[config.mk]
export PLATFORM = sky130hd
export DESIGN_NAME = dma_chan_regs
export DESIGN_NICKNAME = d
export VERILOG_FILES = /design/src/rtl/dma_chan_pkg.sv /design/src/rtl/dma_ctl_next.sv /design/src/rtl/dma_rd_mux.sv /design/src/rtl/dma_chan_regs.sv
export SDC_FILE = /design/constraint.sdc
export NUM_CORES = 1
export LEC_CHECK = 0
export BUFFER_PORTS_ARGS = -buffer_cell sky130_fd_sc_hd__buf_2
export CORE_MARGIN = 2
export CORE_UTILIZATION = 50
export CTS_CLUSTER_SIZE = 24
export DETAILED_ROUTE_END_ITERATION = 6
export PLACE_DENSITY = 0.79
export REMOVE_ABC_BUFFERS = 1
export SLEW_MARGIN = 20
export SYNTH_ARGS = -nofsm -noshare
export SYNTH_HDL_FRONTEND = slang
export SYNTH_SLANG_ARGS = --single-unit
[constraint.sdc]
create_clock -name clk_i -period 2.4 [get_ports clk_i]
set_clock_uncertainty 0.05 [all_clocks]
set_input_delay 0.36 -clock clk_i [delete_from_list [all_inputs] [get_ports clk_i]]
set_output_delay 0.36 -clock clk_i [all_outputs]
set_load 0.05 [all_outputs]
[src/rtl/dma_chan_pkg.sv]
package dma_chan_pkg;
  localparam int unsigned WIN_BYTES = 256;
  localparam int unsigned ADDR_W    = $clog2(WIN_BYTES);
  localparam int unsigned WORD_W    = ADDR_W - 2;
  localparam int unsigned DATA_W    = 32;
  localparam int unsigned STAT_W    = 16;
  localparam int unsigned BE_W      = DATA_W / 8;

  localparam int unsigned B_RUN   = 15;
  localparam int unsigned B_PAUSE = 14;
  localparam int unsigned B_FLUSH = 13;
  localparam int unsigned B_WAKE  = 12;
  localparam int unsigned B_DEAD  = 11;
  localparam int unsigned B_ACT   = 10;

  localparam logic [STAT_W-1:0] WR_BITS = 16'hF0FF;

  typedef enum logic [WORD_W-1:0] {
    W_CTRL   = 6'd0,
    W_STAT   = 6'd1,
    W_CP_HI  = 6'd2,
    W_CP_LO  = 6'd3,
    W_ISEL   = 6'd4,
    W_BSEL   = 6'd5,
    W_WSEL   = 6'd6
  } reg_word_e;
endpackage

[src/rtl/dma_ctl_next.sv]
module dma_ctl_next
  import dma_chan_pkg::*;
(
  input  logic [STAT_W-1:0] old_i,
  input  logic [DATA_W-1:0] wdata_i,
  output logic [STAT_W-1:0] new_o,
  output logic              flush_o,
  output logic              kick_o
);
  logic [STAT_W-1:0] mask, val, s;

  always_comb begin
    mask = wdata_i[DATA_W-1:STAT_W];
    val  = wdata_i[STAT_W-1:0] & WR_BITS;
    s    = (val & mask) | (old_i & ~mask);
    if (s[B_WAKE]) s[B_ACT] = 1'b1;
    if (s[B_RUN]) begin
      s[B_ACT]  = 1'b1;
      s[B_DEAD] = 1'b0;
    end
    if (s[B_PAUSE]) s[B_ACT] = 1'b0;
    if (old_i[B_RUN] && !s[B_RUN]) begin
      s[B_ACT]  = 1'b0;
      s[B_DEAD] = 1'b0;
    end
    flush_o = s[B_FLUSH];
    s[B_FLUSH] = 1'b0;
    kick_o = s[B_ACT];
    new_o  = s;
  end
endmodule

[src/rtl/dma_rd_mux.sv]
module dma_rd_mux
  import dma_chan_pkg::*;
(
  input  logic              ok_i,
  input  logic [WORD_W-1:0] word_i,
  input  logic [STAT_W-1:0] status_i,
  input  logic [DATA_W-1:0] cmd_ptr_i,
  input  logic [DATA_W-1:0] isel_i,
  input  logic [DATA_W-1:0] bsel_i,
  input  logic [DATA_W-1:0] wsel_i,
  output logic [DATA_W-1:0] rdata_o
);
  always_comb begin
    rdata_o = '0;
    if (ok_i) begin
      unique case (word_i)
        W_STAT:  rdata_o = {{(DATA_W-STAT_W){1'b0}}, status_i};
        W_CP_LO: rdata_o = cmd_ptr_i;
        W_ISEL:  rdata_o = isel_i;
        W_BSEL:  rdata_o = bsel_i;
        W_WSEL:  rdata_o = wsel_i;
        default: rdata_o = '0;
      endcase
    end
  end
endmodule

[src/rtl/dma_chan_regs.sv]
module dma_chan_regs
  import dma_chan_pkg::*;
(
  input  logic              clk_i,
  input  logic              rst_ni,
  input  logic              we_i,
  input  logic [BE_W-1:0]   be_i,
  input  logic [ADDR_W-1:0] addr_i,
  input  logic [DATA_W-1:0] wdata_i,
  output logic [DATA_W-1:0] rdata_o,
  output logic [STAT_W-1:0] status_o,
  output logic [DATA_W-1:0] cmd_ptr_o,
  output logic [DATA_W-1:0] intr_sel_o,
  output logic [DATA_W-1:0] br_sel_o,
  output logic [DATA_W-1:0] wait_sel_o,
  output logic              flush_req_o,
  output logic              kick_o,
  output logic              fetch_o
);
  logic [STAT_W-1:0] status_q, ctl_new;
  logic [DATA_W-1:0] cmd_ptr_q, isel_q, bsel_q, wsel_q;
  logic              ctl_flush, ctl_kick;
  logic              acc_ok, wr_ok;
  logic [WORD_W-1:0] word;

  assign acc_ok = (be_i == {BE_W{1'b1}}) && (addr_i[1:0] == 2'b00);
  assign word   = addr_i[ADDR_W-1:2];
  assign wr_ok  = we_i && acc_ok;

  dma_ctl_next u_ctl (
    .old_i   (status_q),
    .wdata_i (wdata_i),
    .new_o   (ctl_new),
    .flush_o (ctl_flush),
    .kick_o  (ctl_kick)
  );

  dma_rd_mux u_rd (
    .ok_i      (acc_ok),
    .word_i    (word),
    .status_i  (status_q),
    .cmd_ptr_i (cmd_ptr_q),
    .isel_i    (isel_q),
    .bsel_i    (bsel_q),
    .wsel_i    (wsel_q),
    .rdata_o   (rdata_o)
  );

  always_ff @(posedge clk_i or negedge rst_ni) begin
    if (!rst_ni) begin
      status_q    <= '0;
      cmd_ptr_q   <= '0;
      isel_q      <= '0;
      bsel_q      <= '0;
      wsel_q      <= '0;
      flush_req_o <= 1'b0;
      kick_o      <= 1'b0;
      fetch_o     <= 1'b0;
    end else begin
      flush_req_o <= 1'b0;
      kick_o      <= 1'b0;
      fetch_o     <= 1'b0;
      if (wr_ok) begin
        unique case (word)
          W_CTRL: begin
            status_q    <= ctl_new;
            flush_req_o <= ctl_flush;
            kick_o      <= ctl_kick;
          end
          W_CP_LO: if (!status_q[B_ACT]) begin
            cmd_ptr_q <= {wdata_i[DATA_W-1:4], 4'h0};
            fetch_o   <= 1'b1;
          end
          W_ISEL:  isel_q <= wdata_i;
          W_BSEL:  bsel_q <= wdata_i;
          W_WSEL:  wsel_q <= wdata_i;
          default: ;
        endcase
      end
    end
  end

  assign status_o   = status_q;
  assign cmd_ptr_o  = cmd_ptr_q;
  assign intr_sel_o = isel_q;
  assign br_sel_o   = bsel_q;
  assign wait_sel_o = wsel_q;


  pause_wins_chk: assert property (@(posedge clk_i) disable iff (!rst_ni)
    status_q[B_PAUSE] |-> !status_q[B_ACT]);

  run_fall_chk: assert property (@(posedge clk_i) disable iff (!rst_ni)
    ($past(status_q[B_RUN]) && !status_q[B_RUN]) |-> !status_q[B_ACT]);

  flush_clear_chk: assert property (@(posedge clk_i) disable iff (!rst_ni)
    !status_q[B_FLUSH]);

  kick_active_chk: assert property (@(posedge clk_i) disable iff (!rst_ni)
    kick_o |-> status_q[B_ACT]);

  cp_hold_chk: assert property (@(posedge clk_i) disable iff (!rst_ni)
    $past(status_q[B_ACT]) |-> $stable(cmd_ptr_q));

  cp_align_chk: assert property (@(posedge clk_i) disable iff (!rst_ni)
    cmd_ptr_q[3:0] == 4'h0);

  fetch_idle_chk: assert property (@(posedge clk_i) disable iff (!rst_ni)
    fetch_o |-> $past(!status_q[B_ACT]));
endmodule

# --- Word-level counts from Yosys, hierarchy flattened ---
# Cells that the tools add are included.
word_totals:
  elab_cells: 43
  output_inout_bits: 179
  inputBits: 47
  regBits: 142
classes:
  muxes: 13
  eq_ne: 6
  reduce_logical: 11
  n_bitwise: 5
op_table:
  columns: ["op", "n"]
  rows:
  - ["32-bit one-hot mux with 5 select lines", 1]
  - ["16-bit bitwise AND", 2]
  - ["32-bit 2-to-1 mux", 1]
  - ["6-bit by 3-bit == test with 1-bit output (second input constant)", 3]
  - ["16-bit inverter", 1]
  - ["16-bit OR", 1]
  - ["1-bit 2-to-1 mux", 9]
  - ["2-bit AND reduction", 4]
  - ["6-bit by 1-bit == test with 1-bit output (second input constant)", 1]
  - ["6-bit by 2-bit == test with 1-bit output (second input constant)", 1]
  - ["6-bit logical NOT", 1]
  - ["4-bit == test (second input constant)", 1]
  - ["2-bit 2-to-1 mux", 2]
  - ["1-bit logical AND", 3]
  - ["3-bit AND reduction", 1]
  - ["2-bit logical NOT", 1]
  - ["1-bit logical NOT", 1]
  - ["1-bit inverter", 1]

# --- Depth between registers and ports, before layout ---
# Gate-level depths: netlist (run 1).
logic_depth:
  ltp_word: 9
  mapped_depth: 7
  depth_no_buf: 4

# --- By module ---
# From an unflattened synthesis (run 1), not the netlist that was laid out.
hier_totals:
  cells_unflattened: 488
  hier_area_um2: 6889.1
by_module_without_submodules:
  columns: ["module", "area_per_inst_um2", "seq_area_each_um2", "cells_per_inst", "n_inst"]
  rows:
  - ["dma_chan_regs", 5599.1, 3578.4, 322, 1]
  - ["dma_rd_mux", 1079.8, 0.0, 143, 1]
  - ["dma_ctl_next", 210.2, 0.0, 23, 1]

# --- Least setup slack after synthesis (run 1) ---
# Ideal clock, no wire load.
synth_path:
  kind: "input to output"
  startpoint: "in addr_i[7]"
  endpoint: "out rdata_o[16]"
  stages: 5
  path_slack_ps: -311
  required_ps: 1990
  path_buffers: 1
  t_arrival_ps: 2301
  cell_sequence: "or3_4 nor3_2 clkbuf_1 a22oi_1 a21oi_1"
synth_via:
  elab_chain_cells: 3
  word_cells_on_any_way: 7
  cone_classes: "5 x eq/ne; 2 x mux"
synth_rtl:
  columns: ["item", "line_no", "source"]
  rows:
  - ["from (decl)", "dma_chan_regs.sv:8", "input logic [ADDR_W-1:0] addr_i,"]
  - ["6-bit by 3-bit == test with 1-bit output (tied with other cells)", "dma_rd_mux.sv:16", "unique case (word_i)"]
  - ["32-bit one-hot mux with 5 select lines (*)", "dma_rd_mux.sv:16", null]
  - ["32-bit 2-to-1 mux (*)", "dma_rd_mux.sv:15", "if (ok_i) begin"]
  - ["to (decl)", "dma_chan_regs.sv:10", "output logic [DATA_W-1:0] rdata_o,"]
# Mark *: on every way between the ends. The rest lies on a longest branch, timed or not.

# --- Worst setup path in the final report (run 1) ---
layout_path:
  startpoint: "in be_i[2]"
  endpoint: "out rdata_o[21]"
layout_via:
  elab_chain_cells: 3
layout_rtl:
  columns: ["item", "line_no", "source"]
  rows:
  - ["from (decl)", "dma_chan_regs.sv:7", "input logic [BE_W-1:0] be_i,"]
  - ["4-bit == test", "dma_chan_regs.sv:26", "assign acc_ok = (be_i == {BE_W{1'b1}}) && (addr_i[1:0] == 2'b00);"]
  - ["1-bit logical AND", "dma_chan_regs.sv:26", null]
  - ["32-bit 2-to-1 mux", "dma_rd_mux.sv:15", null]
# Every way passes these cells.

==> run_summary.xml, run 1 <==
<?xml version="1.0" encoding="UTF-8"?>
<metrics>
  <group name="run_status">
    <metric name="run_status" unit="">finished, final reports clean</metric>
  </group>
  <group name="setup_path">
    <metric name="worstPathRequired" unit="ps">1990</metric>
    <metric name="critical_path_peak_fanout" unit="">17</metric>
    <metric name="wp_data_arrival" unit="ps">1980</metric>
    <metric name="critPathLaunchType" unit="">input pin</metric>
    <metric name="crit_path_end_kind" unit="">primary output</metric>
    <metric name="critical_path_class" unit="">input pin to primary output</metric>
  </group>
  <group name="synthesis">
    <metric name="synth_cells" unit="">502</metric>
    <metric name="yosys.cell_types.count" unit="">35</metric>
    <metric name="post_synthesis_sequential_area_ratio" unit="">0.538</metric>
    <metric name="synth_area" unit="um^2">6600</metric>
    <metric name="postSynth.asyncResetShare" unit="">1.00</metric>
    <metric name="synth-seq-cells" unit="">142</metric>
    <metric name="yosysWarningCount" unit="">0</metric>
    <metric name="synth_top_flop_cell" unit="">sky130_fd_sc_hd__dfrtp_1</metric>
    <metric name="synth_area_per_cell" unit="um^2">13.2</metric>
    <metric name="synth_edf_count" unit="">0</metric>
  </group>
  <group name="placed_design">
    <metric name="postPlaceCellArea" unit="um^2">8080</metric>
    <metric name="buffer_ports.inserted" unit="">220</metric>
    <metric name="place_congestion" unit="">0.853</metric>
    <metric name="numPlacedInstances" unit="">888</metric>
    <metric name="dp_slack" unit="ps">-77.4</metric>
    <metric name="dp_hpwl" unit="um">13400</metric>
  </group>
  <group name="power_and_ir_drop">
    <metric name="p_seq_frac" unit="">0.453</metric>
    <metric name="internal_power" unit="mW">4.17</metric>
    <metric name="sw_frac" unit="">0.216</metric>
    <metric name="p_clk_frac" unit="">0.497</metric>
    <metric name="leakagePower" unit="nW">4.82</metric>
    <metric name="power.net_switching" unit="mW">1.15</metric>
    <metric name="vdd.ir_drop.worst" unit="uV">360</metric>
    <metric name="power_density" unit="nW/um^2">606</metric>
    <metric name="combinationalPowerShare" unit="">0.050</metric>
  </group>
  <group name="timing">
    <metric name="postLayoutSetupSlackWorst" unit="ps">5.08</metric>
    <metric name="timing_worst_slew_pin_value" unit="ps">660</metric>
    <metric name="final_period_minus_worst_setup_slack" unit="ps">2390</metric>
    <metric name="hold_violations" unit="">0</metric>
    <metric name="period_share" unit="">0.998</metric>
    <metric name="finalMaxSlewViolations" unit="">0</metric>
    <metric name="hold-worst-slack" unit="ps">144</metric>
    <metric name="fmaxAchievable" unit="GHz">0.418</metric>
    <metric name="timing.final.setup_violations" unit="">0</metric>
    <metric name="unrepaired_setup_endpoints_after_global_routing" unit="">true</metric>
    <metric name="timing.max_slew.rel_slack" unit="">0.560</metric>
  </group>
  <group name="clock_tree">
    <metric name="worst_setup_hold_path_clk_slew" unit="ps">50</metric>
    <metric name="cts_sinks" unit="">142</metric>
    <metric name="ctsLongestPathBuffers" unit="">2</metric>
    <metric name="htree_num_levels" unit="">4</metric>
    <metric name="clock_tree_from_tritoncts" unit="">yes</metric>
    <metric name="clkLatencyLatePin" unit="ps">420</metric>
    <metric name="cts_inserted_buffers" unit="">17</metric>
    <metric name="cts_post_setup_buffers_inserted" unit="">0</metric>
    <metric name="clk_root_buffer_cell" unit="">sky130_fd_sc_hd__clkbuf_16</metric>
  </group>
  <group name="finish">
    <metric name="antenna-diode-count" unit="">0</metric>
    <metric name="syn2layout_area_growth" unit="%">33.0</metric>
    <metric name="layoutNonFillerInstCount" unit="">918</metric>
    <metric name="layout-drive-gt1-share" unit="">0.578</metric>
    <metric name="final_design_area_no_fill" unit="um^2">8780</metric>
    <metric name="num-nets-final" unit="">783</metric>
    <metric name="final_core_utilization" unit="">0.687</metric>
  </group>
  <group name="global_routing">
    <metric name="groute.usage.overall" unit="">0.275</metric>
    <metric name="first_global_vias" unit="">5514</metric>
    <metric name="global_route.overflow_total" unit="">0</metric>
    <metric name="grt_antenna_before_repair" unit="">0</metric>
    <metric name="grt_pass1_wl" unit="um">30100</metric>
    <metric name="grt_max_degree" unit="">68</metric>
  </group>
  <group name="floorplanning">
    <metric name="io_pins" unit="">226</metric>
    <metric name="placeableCoreArea" unit="um^2">12800</metric>
    <metric name="initial_core_utilization" unit="">0.517</metric>
    <metric name="row_count" unit="">41</metric>
    <metric name="die_x" unit="um">119</metric>
    <metric name="chipHeight" unit="um">119</metric>
    <metric name="fp.dieArea" unit="um^2">14100</metric>
  </group>
  <group name="detailed_routing">
    <metric name="post-route-drc-count" unit="">0</metric>
    <metric name="routed-via-count" unit="">5254</metric>
    <metric name="finalWirelength" unit="um">19200</metric>
    <metric name="drt_pre_antenna_iters" unit="">4</metric>
    <metric name="antenna_violating_nets_post_route" unit="">0</metric>
    <metric name="route.detailed.wl_per_inst" unit="um">20.9</metric>
    <metric name="vias_per_cell" unit="">5.72</metric>
    <metric name="number_of_drc_markers_in_iteration_0" unit="">319</metric>
  </group>
  <group name="run">
    <metric name="max_cap_viol_count" unit="">0</metric>
  </group>
  <group name="hold_path">
    <metric name="min-delay-path-class" unit="">input pin to register</metric>
  </group>
</metrics>
-- routing by layer --
layer / track usage / vias to the layer above / wire length (um)
met5: 0 / - / 0
met4: 0.118 / 0 / 480
met3: 0.0661 / 43 / 1270
met2: 0.453 / 256 / 9500
met1: 0.348 / 2671 / 7950
li1: - / 2284 / -
-- metrics by stage --
stage / TNS (ps) / power, mW
after floorplan: -104540 / 2.53
after global placement: -159 / 2.71
after detailed placement: -1080 / 2.72
after CTS: -15.5 / 5.36
after global routing: -231 / 5.47
final: 0 / 5.32
-- layout make-up --
cell class | instances | area (um^2)
timing repair buffer | 249 | 1530
clock inverter | 8 | 115
multi-input combinational | 325 | 2900
inverter | 1 | 3.75
fill | 939 | 3990
clock buffer | 21 | 470
sequential | 142 | 3550
tap | 172 | 215
-- cells in the final DEF, fill, tap and decap left out, types with 9 or more instances in the layout --
cell type and instances:
sky130_fd_sc_hd__buf_4 39, sky130_fd_sc_hd__mux2_1 37, sky130_fd_sc_hd__a22oi_1 32, sky130_fd_sc_hd__nand2_1 45, sky130_fd_sc_hd__buf_12 9, sky130_fd_sc_hd__clkbuf_16 17
sky130_fd_sc_hd__dfrtp_1 142, sky130_fd_sc_hd__a21oi_1 29, sky130_fd_sc_hd__mux2_2 140, sky130_fd_sc_hd__clkbuf_4 9, sky130_fd_sc_hd__buf_2 188
-- logic make-up after synthesis --
group	count (synthesis)	synth area share
DFF	142	0.538
AOI/OAI and AO/OA	72	0.0694
other	1	0.000568
buffers and inverters	39	0.0307
and+or+nand+nor	68	0.0546
muxes	180	0.306
-- synth_stat cells (2+ instances only) --
master                     number  area share
sky130_fd_sc_hd__a21boi_0       3      0.0034
sky130_fd_sc_hd__a21oi_1       32       0.024
sky130_fd_sc_hd__a22oi_1       32       0.036
sky130_fd_sc_hd__and2_1         2      0.0019
sky130_fd_sc_hd__and3_1         3      0.0028
sky130_fd_sc_hd__and3b_1        2      0.0027
sky130_fd_sc_hd__buf_1          2      0.0011
sky130_fd_sc_hd__buf_2          8      0.0061
sky130_fd_sc_hd__buf_4         12       0.014
sky130_fd_sc_hd__clkbuf_1      15      0.0085
sky130_fd_sc_hd__dfrtp_1      142        0.54
sky130_fd_sc_hd__mux2_1        37       0.063
sky130_fd_sc_hd__mux2_2       140        0.24
sky130_fd_sc_hd__mux2i_1        3      0.0045
sky130_fd_sc_hd__nand2_1       45       0.026
sky130_fd_sc_hd__nand3_1        2      0.0015
sky130_fd_sc_hd__o21ai_0        2      0.0015
sky130_fd_sc_hd__or3_1          3      0.0028
-- power groups by stage --
| stage | logic (mW) | clock network (mW) | registers (mW) |
|---|---|---|---|
| detailed placement | 0.264 | 0 | 2.45 |
| CTS | 0.268 | 2.68 | 2.41 |
| finish | 0.267 | 2.64 | 2.41 |
| global placement | 0.258 | 0 | 2.45 |
| floorplan | 0.0564 | 0 | 2.48 |
| global route | 0.288 | 2.77 | 2.41 |
-- worst paths after layout --
kind                                                  from                         end  slack (ps)  cells after the start
worst max register to register    status_o[10]$_DFFE_PN0P_    cmd_ptr_o[9]$_DFFE_PN0P_         990                      4
max in group asynchronous                           rst_ni    br_sel_o[21]$_DFFE_PN0P_        1170                      3
worst min register to register  intr_sel_o[19]$_DFFE_PN0P_  intr_sel_o[19]$_DFFE_PN0P_         460                      1
worst max-delay path                               be_i[2]                 rdata_o[21]           5                      7
worst min-delay path                           wdata_i[25]     status_o[9]$_DFFE_PN0P_         140                      2
min in group asynchronous                           rst_ni   cmd_ptr_o[23]$_DFFE_PN0P_         450                      2
-- sequential cells by signal (all words and copies together) (netlist names), named ones only --
signal and cells:
intr_sel_o 32, cmd_ptr_o 28, br_sel_o 32, kick_o 1
status_o 7, fetch_o 1, flush_req_o 1, wait_sel_o 32
-- repair_timing --
item | in CTS | in global routing
hold buffers | 1 | 0
pin swaps | 0 | 1
gates resized for setup | 20 | 22
hold endpoints to repair | 65 | 0
endpoints found under the setup margin | 26 | 29
-- critical path, cell delays in order --
cell and delay [ps]:
sky130_fd_sc_hd__buf_2 90, sky130_fd_sc_hd__nand4_1 170, sky130_fd_sc_hd__or3_4 380, sky130_fd_sc_hd__or3_1 340, sky130_fd_sc_hd__buf_4 230, sky130_fd_sc_hd__a21oi_1 180
sky130_fd_sc_hd__buf_4 230
Note: power is estimated with default switching activity, not from simulation.
==> inputs of run 2 (changes only) <==
CORE_UTILIZATION = 25   (was 50)
CTS_BUF_LIST = sky130_fd_sc_hd__clkbuf_8 sky130_fd_sc_hd__clkbuf_16   (was not set)
PLACE_DENSITY = 0.44   (was 0.79)
SYNTH_HIERARCHICAL = 1   (was not set)
==> run_summary.xml, run 2 <==
<?xml version="1.0" encoding="UTF-8"?>
<metrics>
  <group name="timing">
    <metric name="period_share" unit="">0.977</metric>
    <metric name="timing.final.setup_violations" unit="">0</metric>
    <metric name="final_period_minus_worst_setup_slack" unit="ps">2340</metric>
    <metric name="fmaxAchievable" unit="GHz">0.427</metric>
    <metric name="postLayoutSetupSlackWorst" unit="ps">55.7</metric>
    <metric name="finalMaxSlewViolations" unit="">0</metric>
    <metric name="unrepaired_setup_endpoints_after_global_routing" unit="">false</metric>
    <metric name="hold_violations" unit="">0</metric>
    <metric name="final.setup.tns" unit="ps">0</metric>
  </group>
  <group name="synthesis">
    <metric name="synth_edf_count" unit="">0</metric>
    <metric name="synth_area" unit="um^2">6890</metric>
    <metric name="post_synthesis_compound_gate_area_fraction" unit="">0.0973</metric>
    <metric name="synth_top_area_cell" unit="">sky130_fd_sc_hd__dfrtp_1</metric>
    <metric name="postSynth.asyncResetShare" unit="">1.00</metric>
    <metric name="synth_most_common_cell" unit="">sky130_fd_sc_hd__dfrtp_1</metric>
    <metric name="ys_top_cells_by_area" unit="">sky130_fd_sc_hd__dfrtp_1 52%, sky130_fd_sc_hd__mux2_2 18%, sky130_fd_sc_hd__mux2_4 6.8%</metric>
    <metric name="synth-seq-cells" unit="">143</metric>
    <metric name="synth_area_per_cell" unit="um^2">14.1</metric>
    <metric name="synth_cells" unit="">488</metric>
    <metric name="yosys.cell_types.count" unit="">45</metric>
    <metric name="synth.mux.area_fraction" unit="">0.289</metric>
    <metric name="synth_top_area_share" unit="">0.519</metric>
    <metric name="top_cells_by_instance_count_after_synthesis" unit="">143 x sky130_fd_sc_hd__dfrtp_1, 108 x sky130_fd_sc_hd__mux2_2, 31 x sky130_fd_sc_hd__mux2_4</metric>
    <metric name="yosysWarningCount" unit="">6</metric>
    <metric name="post_synthesis_sequential_area_ratio" unit="">0.519</metric>
    <metric name="synth_adder_area_share" unit="">0</metric>
    <metric name="synth_top_flop_cell" unit="">sky130_fd_sc_hd__dfrtp_1</metric>
    <metric name="main_combinational_cell_family_by_area_after_synthesis" unit="">multiplexers</metric>
    <metric name="synth-simple-area-share" unit="">0.0487</metric>
    <metric name="yosys.area_share.xor_xnor" unit="">0</metric>
  </group>
  <group name="setup_path">
    <metric name="cp_slowest_stage_delay" unit="ps">350</metric>
    <metric name="crit_top_cell" unit="">sky130_fd_sc_hd__buf_2</metric>
    <metric name="crit_path_top_delay_cell" unit="">sky130_fd_sc_hd__and4bb_2</metric>
    <metric name="worstPathRequired" unit="ps">1990</metric>
    <metric name="worstPathBufferInverterCount" unit="">3</metric>
    <metric name="critical_path_class" unit="">input pin to primary output</metric>
    <metric name="critPathLaunchType" unit="">input pin</metric>
    <metric name="critical_path_peak_fanout" unit="">5</metric>
    <metric name="wp_data_arrival" unit="ps">1930</metric>
    <metric name="cp_cell_sequence" unit="">buf_2, nor3_4, and4bb_2, buf_4, a22oi_1, a21oi_1, buf_2</metric>
    <metric name="crit_path_end_kind" unit="">primary output</metric>
    <metric name="worst-r2r-setup-slack" unit="ps">850</metric>
    <metric name="worst_path_dominant_cell_family" unit="">buffers and inverters</metric>
  </group>
  <group name="detailed_routing">
    <metric name="number_of_drc_markers_in_iteration_0" unit="">330</metric>
    <metric name="vias_per_cell" unit="">4.88</metric>
    <metric name="finalWirelength" unit="um">24300</metric>
    <metric name="drt_pre_antenna_iters" unit="">5</metric>
    <metric name="antenna_violating_nets_post_route" unit="">0</metric>
    <metric name="routed-via-count" unit="">5325</metric>
    <metric name="route.detailed.wl_per_inst" unit="um">22.3</metric>
    <metric name="post-route-drc-count" unit="">0</metric>
  </group>
  <group name="global_routing">
    <metric name="first_global_vias" unit="">5609</metric>
    <metric name="global_route.overflow_total" unit="">0</metric>
    <metric name="grt_max_degree" unit="">77</metric>
    <metric name="groute.usage.overall" unit="">0.168</metric>
    <metric name="grt_pass1_wl" unit="um">35600</metric>
    <metric name="grt_antenna_before_repair" unit="">2</metric>
  </group>
  <group name="placed_design">
    <metric name="dp_hpwl" unit="um">17200</metric>
    <metric name="dp_slack" unit="ps">-39.0</metric>
    <metric name="postPlaceCellArea" unit="um^2">8650</metric>
    <metric name="numPlacedInstances" unit="">1059</metric>
    <metric name="place_congestion" unit="">0.746</metric>
    <metric name="buffer_ports.inserted" unit="">221</metric>
  </group>
  <group name="floorplanning">
    <metric name="die_x" unit="um">170</metric>
    <metric name="initial_core_utilization" unit="">0.255</metric>
    <metric name="fp.dieArea" unit="um^2">28900</metric>
    <metric name="placeableCoreArea" unit="um^2">27000</metric>
    <metric name="io_pins" unit="">226</metric>
    <metric name="row_count" unit="">60</metric>
    <metric name="chipHeight" unit="um">170</metric>
  </group>
  <group name="finish">
    <metric name="fillerInstances" unit="">2714</metric>
    <metric name="most-common-layout-cells" unit="">215 x sky130_fd_sc_hd__buf_2, 143 x sky130_fd_sc_hd__dfrtp_1, 108 x sky130_fd_sc_hd__mux2_2</metric>
    <metric name="layout-drive-gt1-share" unit="">0.595</metric>
    <metric name="layoutNonFillerInstCount" unit="">1092</metric>
    <metric name="num-nets-final" unit="">785</metric>
    <metric name="syn2layout_area_growth" unit="%">35.8</metric>
    <metric name="layout_commonest_cell" unit="">sky130_fd_sc_hd__buf_2</metric>
    <metric name="final_design_area_no_fill" unit="um^2">9350</metric>
    <metric name="final_core_utilization" unit="">0.346</metric>
  </group>
  <group name="clock_tree">
    <metric name="ctsLongestPathBuffers" unit="">2</metric>
    <metric name="clk_root_buffer_cell" unit="">sky130_fd_sc_hd__clkbuf_16</metric>
    <metric name="clkLatencyLatePin" unit="ps">410</metric>
    <metric name="cts_inserted_buffers" unit="">17</metric>
    <metric name="clock_tree_from_tritoncts" unit="">yes</metric>
    <metric name="worst_setup_hold_path_clk_slew" unit="ps">60</metric>
    <metric name="cts_post_setup_buffers_inserted" unit="">0</metric>
    <metric name="htree_num_levels" unit="">4</metric>
    <metric name="cts_sinks" unit="">143</metric>
  </group>
  <group name="run_status">
    <metric name="run_status" unit="">finished, final reports clean</metric>
  </group>
  <group name="hold_path">
    <metric name="min-delay-path-class" unit="">input pin to register</metric>
  </group>
  <group name="power_and_ir_drop">
    <metric name="power_density" unit="nW/um^2">615</metric>
    <metric name="leakagePower" unit="nW">5.05</metric>
    <metric name="vdd.ir_drop.worst" unit="uV">316</metric>
  </group>
  <group name="run">
    <metric name="max_cap_viol_count" unit="">0</metric>
  </group>
</metrics>
[run 2: cell count changes after synthesis, moves of 4 or more]
cell and delta:
sky130_fd_sc_hd__mux2i_1 +13, sky130_fd_sc_hd__buf_2 +4, sky130_fd_sc_hd__nand2_1 -44, sky130_fd_sc_hd__a22o_1 +16
sky130_fd_sc_hd__mux2_1 -24, sky130_fd_sc_hd__nor2_1 +17, sky130_fd_sc_hd__mux2_2 -32, sky130_fd_sc_hd__a2bb2oi_1 +16
sky130_fd_sc_hd__buf_6 +5, sky130_fd_sc_hd__a21oi_1 -16, sky130_fd_sc_hd__a222oi_1 +16, sky130_fd_sc_hd__a22oi_1 -16
sky130_fd_sc_hd__clkbuf_1 -6, sky130_fd_sc_hd__mux2_4 +31
[run 2: what timing repair did]
item	4_1_cts	5_1_grt
endpoints found under the setup margin	2	4
hold endpoints to repair	143	0
gates resized for setup	2	6
hold buffers	1	0
pin swaps	0	0
[run 2: worst paths after layout]
path / startpoint / end / cells past startpoint
worst max register to register: status_o[10]$_DFFE_PN0P_ / cmd_ptr_o[22]$_DFFE_PN0P_ / 4
min in group asynchronous: rst_ni / wait_sel_o[19]$_DFFE_PN0P_ / 2
worst max-delay path: addr_i[7] / rdata_o[12] / 7
worst min-delay path: wdata_i[0] / wait_sel_o[0]$_DFFE_PN0P_ / 2
worst min register to register: intr_sel_o[13]$_DFFE_PN0P_ / intr_sel_o[13]$_DFFE_PN0P_ / 1
max in group asynchronous: rst_ni / cmd_ptr_o[22]$_DFFE_PN0P_ / 3
[run 2: power by group]
| group | internal (mW) | total [mW] | switching [mW] |
|---|---|---|---|
| logic | 0.105 | 0.325 | 0.219 |
| clock network | 1.91 | 3.00 | 1.09 |
| registers | 2.42 | 2.43 | 0.00867 |
| total | 4.43 | 5.75 | 1.32 |
[run 2: area by class of cell]
class	instances	area [um^2]	area share
Clock buffer	19	453	0.0484
Inverter	4	15.0	0.00161
Clock inverter	12	208	0.0222
Multi-Input combinational cell	307	3070	0.329
Tap cell	341	427	0.0456
Timing Repair Buffer	265	1600	0.171
Antenna cell	1	2.50	0.000268
Sequential cell	143	3580	0.383
[run 2: per-layer routing]
layer / track usage / part of all wire / vias to the layer above
li1: - / - / 2344
met4: 0.0450 / 0.013 / 2
met5: 0 / 0.00029 / -
met1: 0.214 / 0.44 / 2749
met3: 0.0412 / 0.059 / 25
met2: 0.285 / 0.49 / 205
[run 2: logic make-up after synthesis]
logic type	after synthesis
mux	168
flops	143
compound gates	83
simple gates	47
buf+inv	45
other cells	2
[run 2: through the flow]
step	hold slack, ps	total power, mW
3_3_place_gp	101	2.79
4_1_cts	148	5.84
5_1_grt	161	5.96
2_1_floorplan	14.4	2.58
3_5_place_dp	98.7	2.80
6_report	167	5.75
==> inputs of run 3 (changes only) <==
SLEW_MARGIN = not set   (was 20)
clock period = 2.21 ns   (was 2.4 ns; I/O delays follow)
==> run_summary.xml, run 3 (synthesis results as in run 2) <==
<?xml version="1.0" encoding="UTF-8"?>
<metrics>
  <group name="power_and_ir_drop">
    <metric name="internal_power" unit="mW">4.59</metric>
    <metric name="p_seq_frac" unit="">0.436</metric>
    <metric name="sw_frac" unit="">0.241</metric>
    <metric name="power.net_switching" unit="mW">1.46</metric>
    <metric name="combinationalPowerShare" unit="">0.061</metric>
    <metric name="power_density" unit="nW/um^2">638</metric>
    <metric name="leakagePower" unit="nW">5.08</metric>
    <metric name="vdd.ir_drop.worst" unit="uV">391</metric>
    <metric name="p_clk_frac" unit="">0.503</metric>
  </group>
  <group name="global_routing">
    <metric name="grt_pass1_wl" unit="um">35900</metric>
    <metric name="grt_max_degree" unit="">58</metric>
    <metric name="global_route.overflow_total" unit="">0</metric>
    <metric name="first_global_vias" unit="">5627</metric>
    <metric name="grt_antenna_before_repair" unit="">3</metric>
    <metric name="groute.usage.overall" unit="">0.169</metric>
  </group>
  <group name="setup_path">
    <metric name="critical_path_class" unit="">input pin to primary output</metric>
    <metric name="worstPathRequired" unit="ps">1830</metric>
    <metric name="cp_cell_sequence" unit="">buf_2, nor4bb_4, and3_4, o2111ai_4, buf_4, a21oi_1, buf_4</metric>
    <metric name="wp_data_arrival" unit="ps">1770</metric>
    <metric name="critical_path_peak_fanout" unit="">8</metric>
    <metric name="crit_path_end_kind" unit="">primary output</metric>
    <metric name="crit_path_top_delay_cell" unit="">sky130_fd_sc_hd__nor4bb_4</metric>
    <metric name="cp_slowest_stage_delay" unit="ps">300</metric>
    <metric name="critPathLaunchType" unit="">input pin</metric>
    <metric name="crit_top_cell" unit="">sky130_fd_sc_hd__buf_4</metric>
    <metric name="rr_worst_depth" unit="">4</metric>
  </group>
  <group name="timing">
    <metric name="period_share" unit="">0.972</metric>
    <metric name="unrepaired_setup_endpoints_after_global_routing" unit="">true</metric>
    <metric name="hold_violations" unit="">0</metric>
    <metric name="timing_worst_slew_pin_value" unit="ps">611</metric>
    <metric name="timing.final.setup_violations" unit="">0</metric>
    <metric name="final.setup.tns" unit="ps">0</metric>
    <metric name="fmaxAchievable" unit="GHz">0.465</metric>
    <metric name="timing.max_slew.rel_slack" unit="">0.593</metric>
    <metric name="postLayoutSetupSlackWorst" unit="ps">61.3</metric>
    <metric name="finalMaxSlewViolations" unit="">0</metric>
    <metric name="hold-worst-slack" unit="ps">123</metric>
    <metric name="final_period_minus_worst_setup_slack" unit="ps">2150</metric>
  </group>
  <group name="clock_tree">
    <metric name="worst_setup_hold_path_clk_slew" unit="ps">70</metric>
    <metric name="htree_num_levels" unit="">4</metric>
    <metric name="cts_sinks" unit="">143</metric>
    <metric name="ctsLongestPathBuffers" unit="">2</metric>
    <metric name="clk_root_buffer_cell" unit="">sky130_fd_sc_hd__clkbuf_16</metric>
    <metric name="cts_inserted_buffers" unit="">17</metric>
    <metric name="clkLatencyLatePin" unit="ps">410</metric>
    <metric name="clock_tree_from_tritoncts" unit="">yes</metric>
  </group>
  <group name="finish">
    <metric name="multi_input_comb_area" unit="um^2">3090</metric>
    <metric name="fillerInstances" unit="">2703</metric>
    <metric name="final_core_utilization" unit="">0.351</metric>
    <metric name="ff_latch_area" unit="um^2">3580</metric>
    <metric name="num-nets-final" unit="">798</metric>
    <metric name="syn2layout_area_growth" unit="%">37.6</metric>
    <metric name="most-common-layout-cells" unit="">188 x sky130_fd_sc_hd__buf_2, 143 x sky130_fd_sc_hd__dfrtp_1, 108 x sky130_fd_sc_hd__mux2_2</metric>
    <metric name="layout_commonest_cell" unit="">sky130_fd_sc_hd__buf_2</metric>
    <metric name="layoutNonFillerInstCount" unit="">1105</metric>
    <metric name="layout-drive-gt1-share" unit="">0.609</metric>
  </group>
  <group name="detailed_routing">
    <metric name="number_of_drc_markers_in_iteration_0" unit="">317</metric>
    <metric name="antenna_violating_nets_post_route" unit="">0</metric>
    <metric name="finalWirelength" unit="um">24500</metric>
    <metric name="drt_pre_antenna_iters" unit="">5</metric>
    <metric name="vias_per_cell" unit="">4.81</metric>
    <metric name="post-route-drc-count" unit="">0</metric>
    <metric name="route.detailed.wl_per_inst" unit="um">22.2</metric>
    <metric name="routed-via-count" unit="">5311</metric>
  </group>
  <group name="placed_design">
    <metric name="buffer_ports.inserted" unit="">221</metric>
    <metric name="dp_hpwl" unit="um">17800</metric>
    <metric name="dp_slack" unit="ps">-144</metric>
    <metric name="numPlacedInstances" unit="">1070</metric>
    <metric name="place_congestion" unit="">0.771</metric>
  </group>
  <group name="run">
    <metric name="max_cap_viol_count" unit="">0</metric>
  </group>
  <group name="floorplanning">
    <metric name="die_x" unit="um">170</metric>
    <metric name="io_pins" unit="">226</metric>
    <metric name="chipHeight" unit="um">170</metric>
    <metric name="fp.dieArea" unit="um^2">28900</metric>
    <metric name="placeableCoreArea" unit="um^2">27000</metric>
    <metric name="row_count" unit="">60</metric>
    <metric name="initial_core_utilization" unit="">0.255</metric>
  </group>
  <group name="hold_path">
    <metric name="min-delay-path-class" unit="">input pin to register</metric>
    <metric name="whs_path_depth" unit="">2</metric>
  </group>
  <group name="run_status">
    <metric name="run_status" unit="">finished, final reports clean</metric>
  </group>
</metrics>
[run 3: changes by cell type in the layout (fill, tap and decap cells not counted), moves of 2 or more]
cell | previous run | this run
sky130_fd_sc_hd__a21oi_1 | 16 | 14
sky130_fd_sc_hd__a21oi_2 | 0 | 2
sky130_fd_sc_hd__buf_12 | 11 | 8
sky130_fd_sc_hd__buf_2 | 215 | 188
sky130_fd_sc_hd__buf_4 | 34 | 68
sky130_fd_sc_hd__buf_6 | 1 | 10
sky130_fd_sc_hd__bufinv_16 | 5 | 3
sky130_fd_sc_hd__clkinv_2 | 0 | 2
[run 3: path summary, 6_finish.rpt]
path	slack, ps	to	from
setup / recovery	60	rdata_o[14]	addr_i[1]
hold / removal	120	wait_sel_o[0]$_DFFE_PN0P_	wdata_i[0]
setup reg to reg	590	cmd_ptr_o[13]$_DFFE_PN0P_	status_o[10]$_DFFE_PN0P_
hold reg to reg	470	wait_sel_o[0]$_DFFE_PN0P_	wait_sel_o[0]$_DFFE_PN0P_
max in group asynchronous	980	cmd_ptr_o[12]$_DFFE_PN0P_	rst_ni
min in group asynchronous	420	wait_sel_o[19]$_DFFE_PN0P_	rst_ni
[run 3: area by class of cell]
type	instances	share of cell area
Multi-Input combinational cell	307	0.326
Clock buffer	19	0.0478
Timing Repair Buffer	278	0.185
Sequential cell	143	0.377
Tap cell	341	0.0450
Inverter	4	0.00158
Clock inverter	12	0.0168
Antenna cell	1	0.000264
[run 3: per-layer routing]
metal  track usage  up-vias  share of wire
met5             0        -         0.0011
met4        0.0520        4          0.018
met3        0.0402       28          0.059
met2         0.276      190           0.48
met1         0.221     2716           0.45
li1              -     2373              -
[run 3: timing repair]
item                                    in CTS  in global routing
hold endpoints to repair                    55                  0
hold buffers                                 1                  0
endpoints found under the setup margin      32                 31
resized for setup                           31                 22
setup buffers                                2                  0
pin swaps                                    3                  7
[run 3: power by group through the flow]
| stage | sequential [mW] | clock, mW | combinational (mW) |
|---|---|---|---|
| 4_1_cts | 2.64 | 3.15 | 0.373 |
| 3_3_place_gp | 2.69 | 0 | 0.357 |
| 3_5_place_dp | 2.69 | 0 | 0.366 |
| 5_1_grt | 2.64 | 3.25 | 0.397 |
| 2_1_floorplan | 2.72 | 0 | 0.0811 |
| 6_report | 2.64 | 3.04 | 0.367 |
[run 3: worst max-delay path, delay by kind of cell]
family	cells	cell delay [ps]
buffers and inverters	3	580
AOI/OAI and AO/OA	2	310
and+or+nand+nor	2	540
[run 3: metrics by stage]
| stage | power [mW] | area [um^2] |
|---|---|---|
| floorplan | 2.80 | 6620 |
| global placement | 3.04 | 8700 |
| detailed placement | 3.05 | 8700 |
| CTS | 6.16 | 9420 |
| global route | 6.28 | 9480 |
| finish | 6.05 | 9480 |
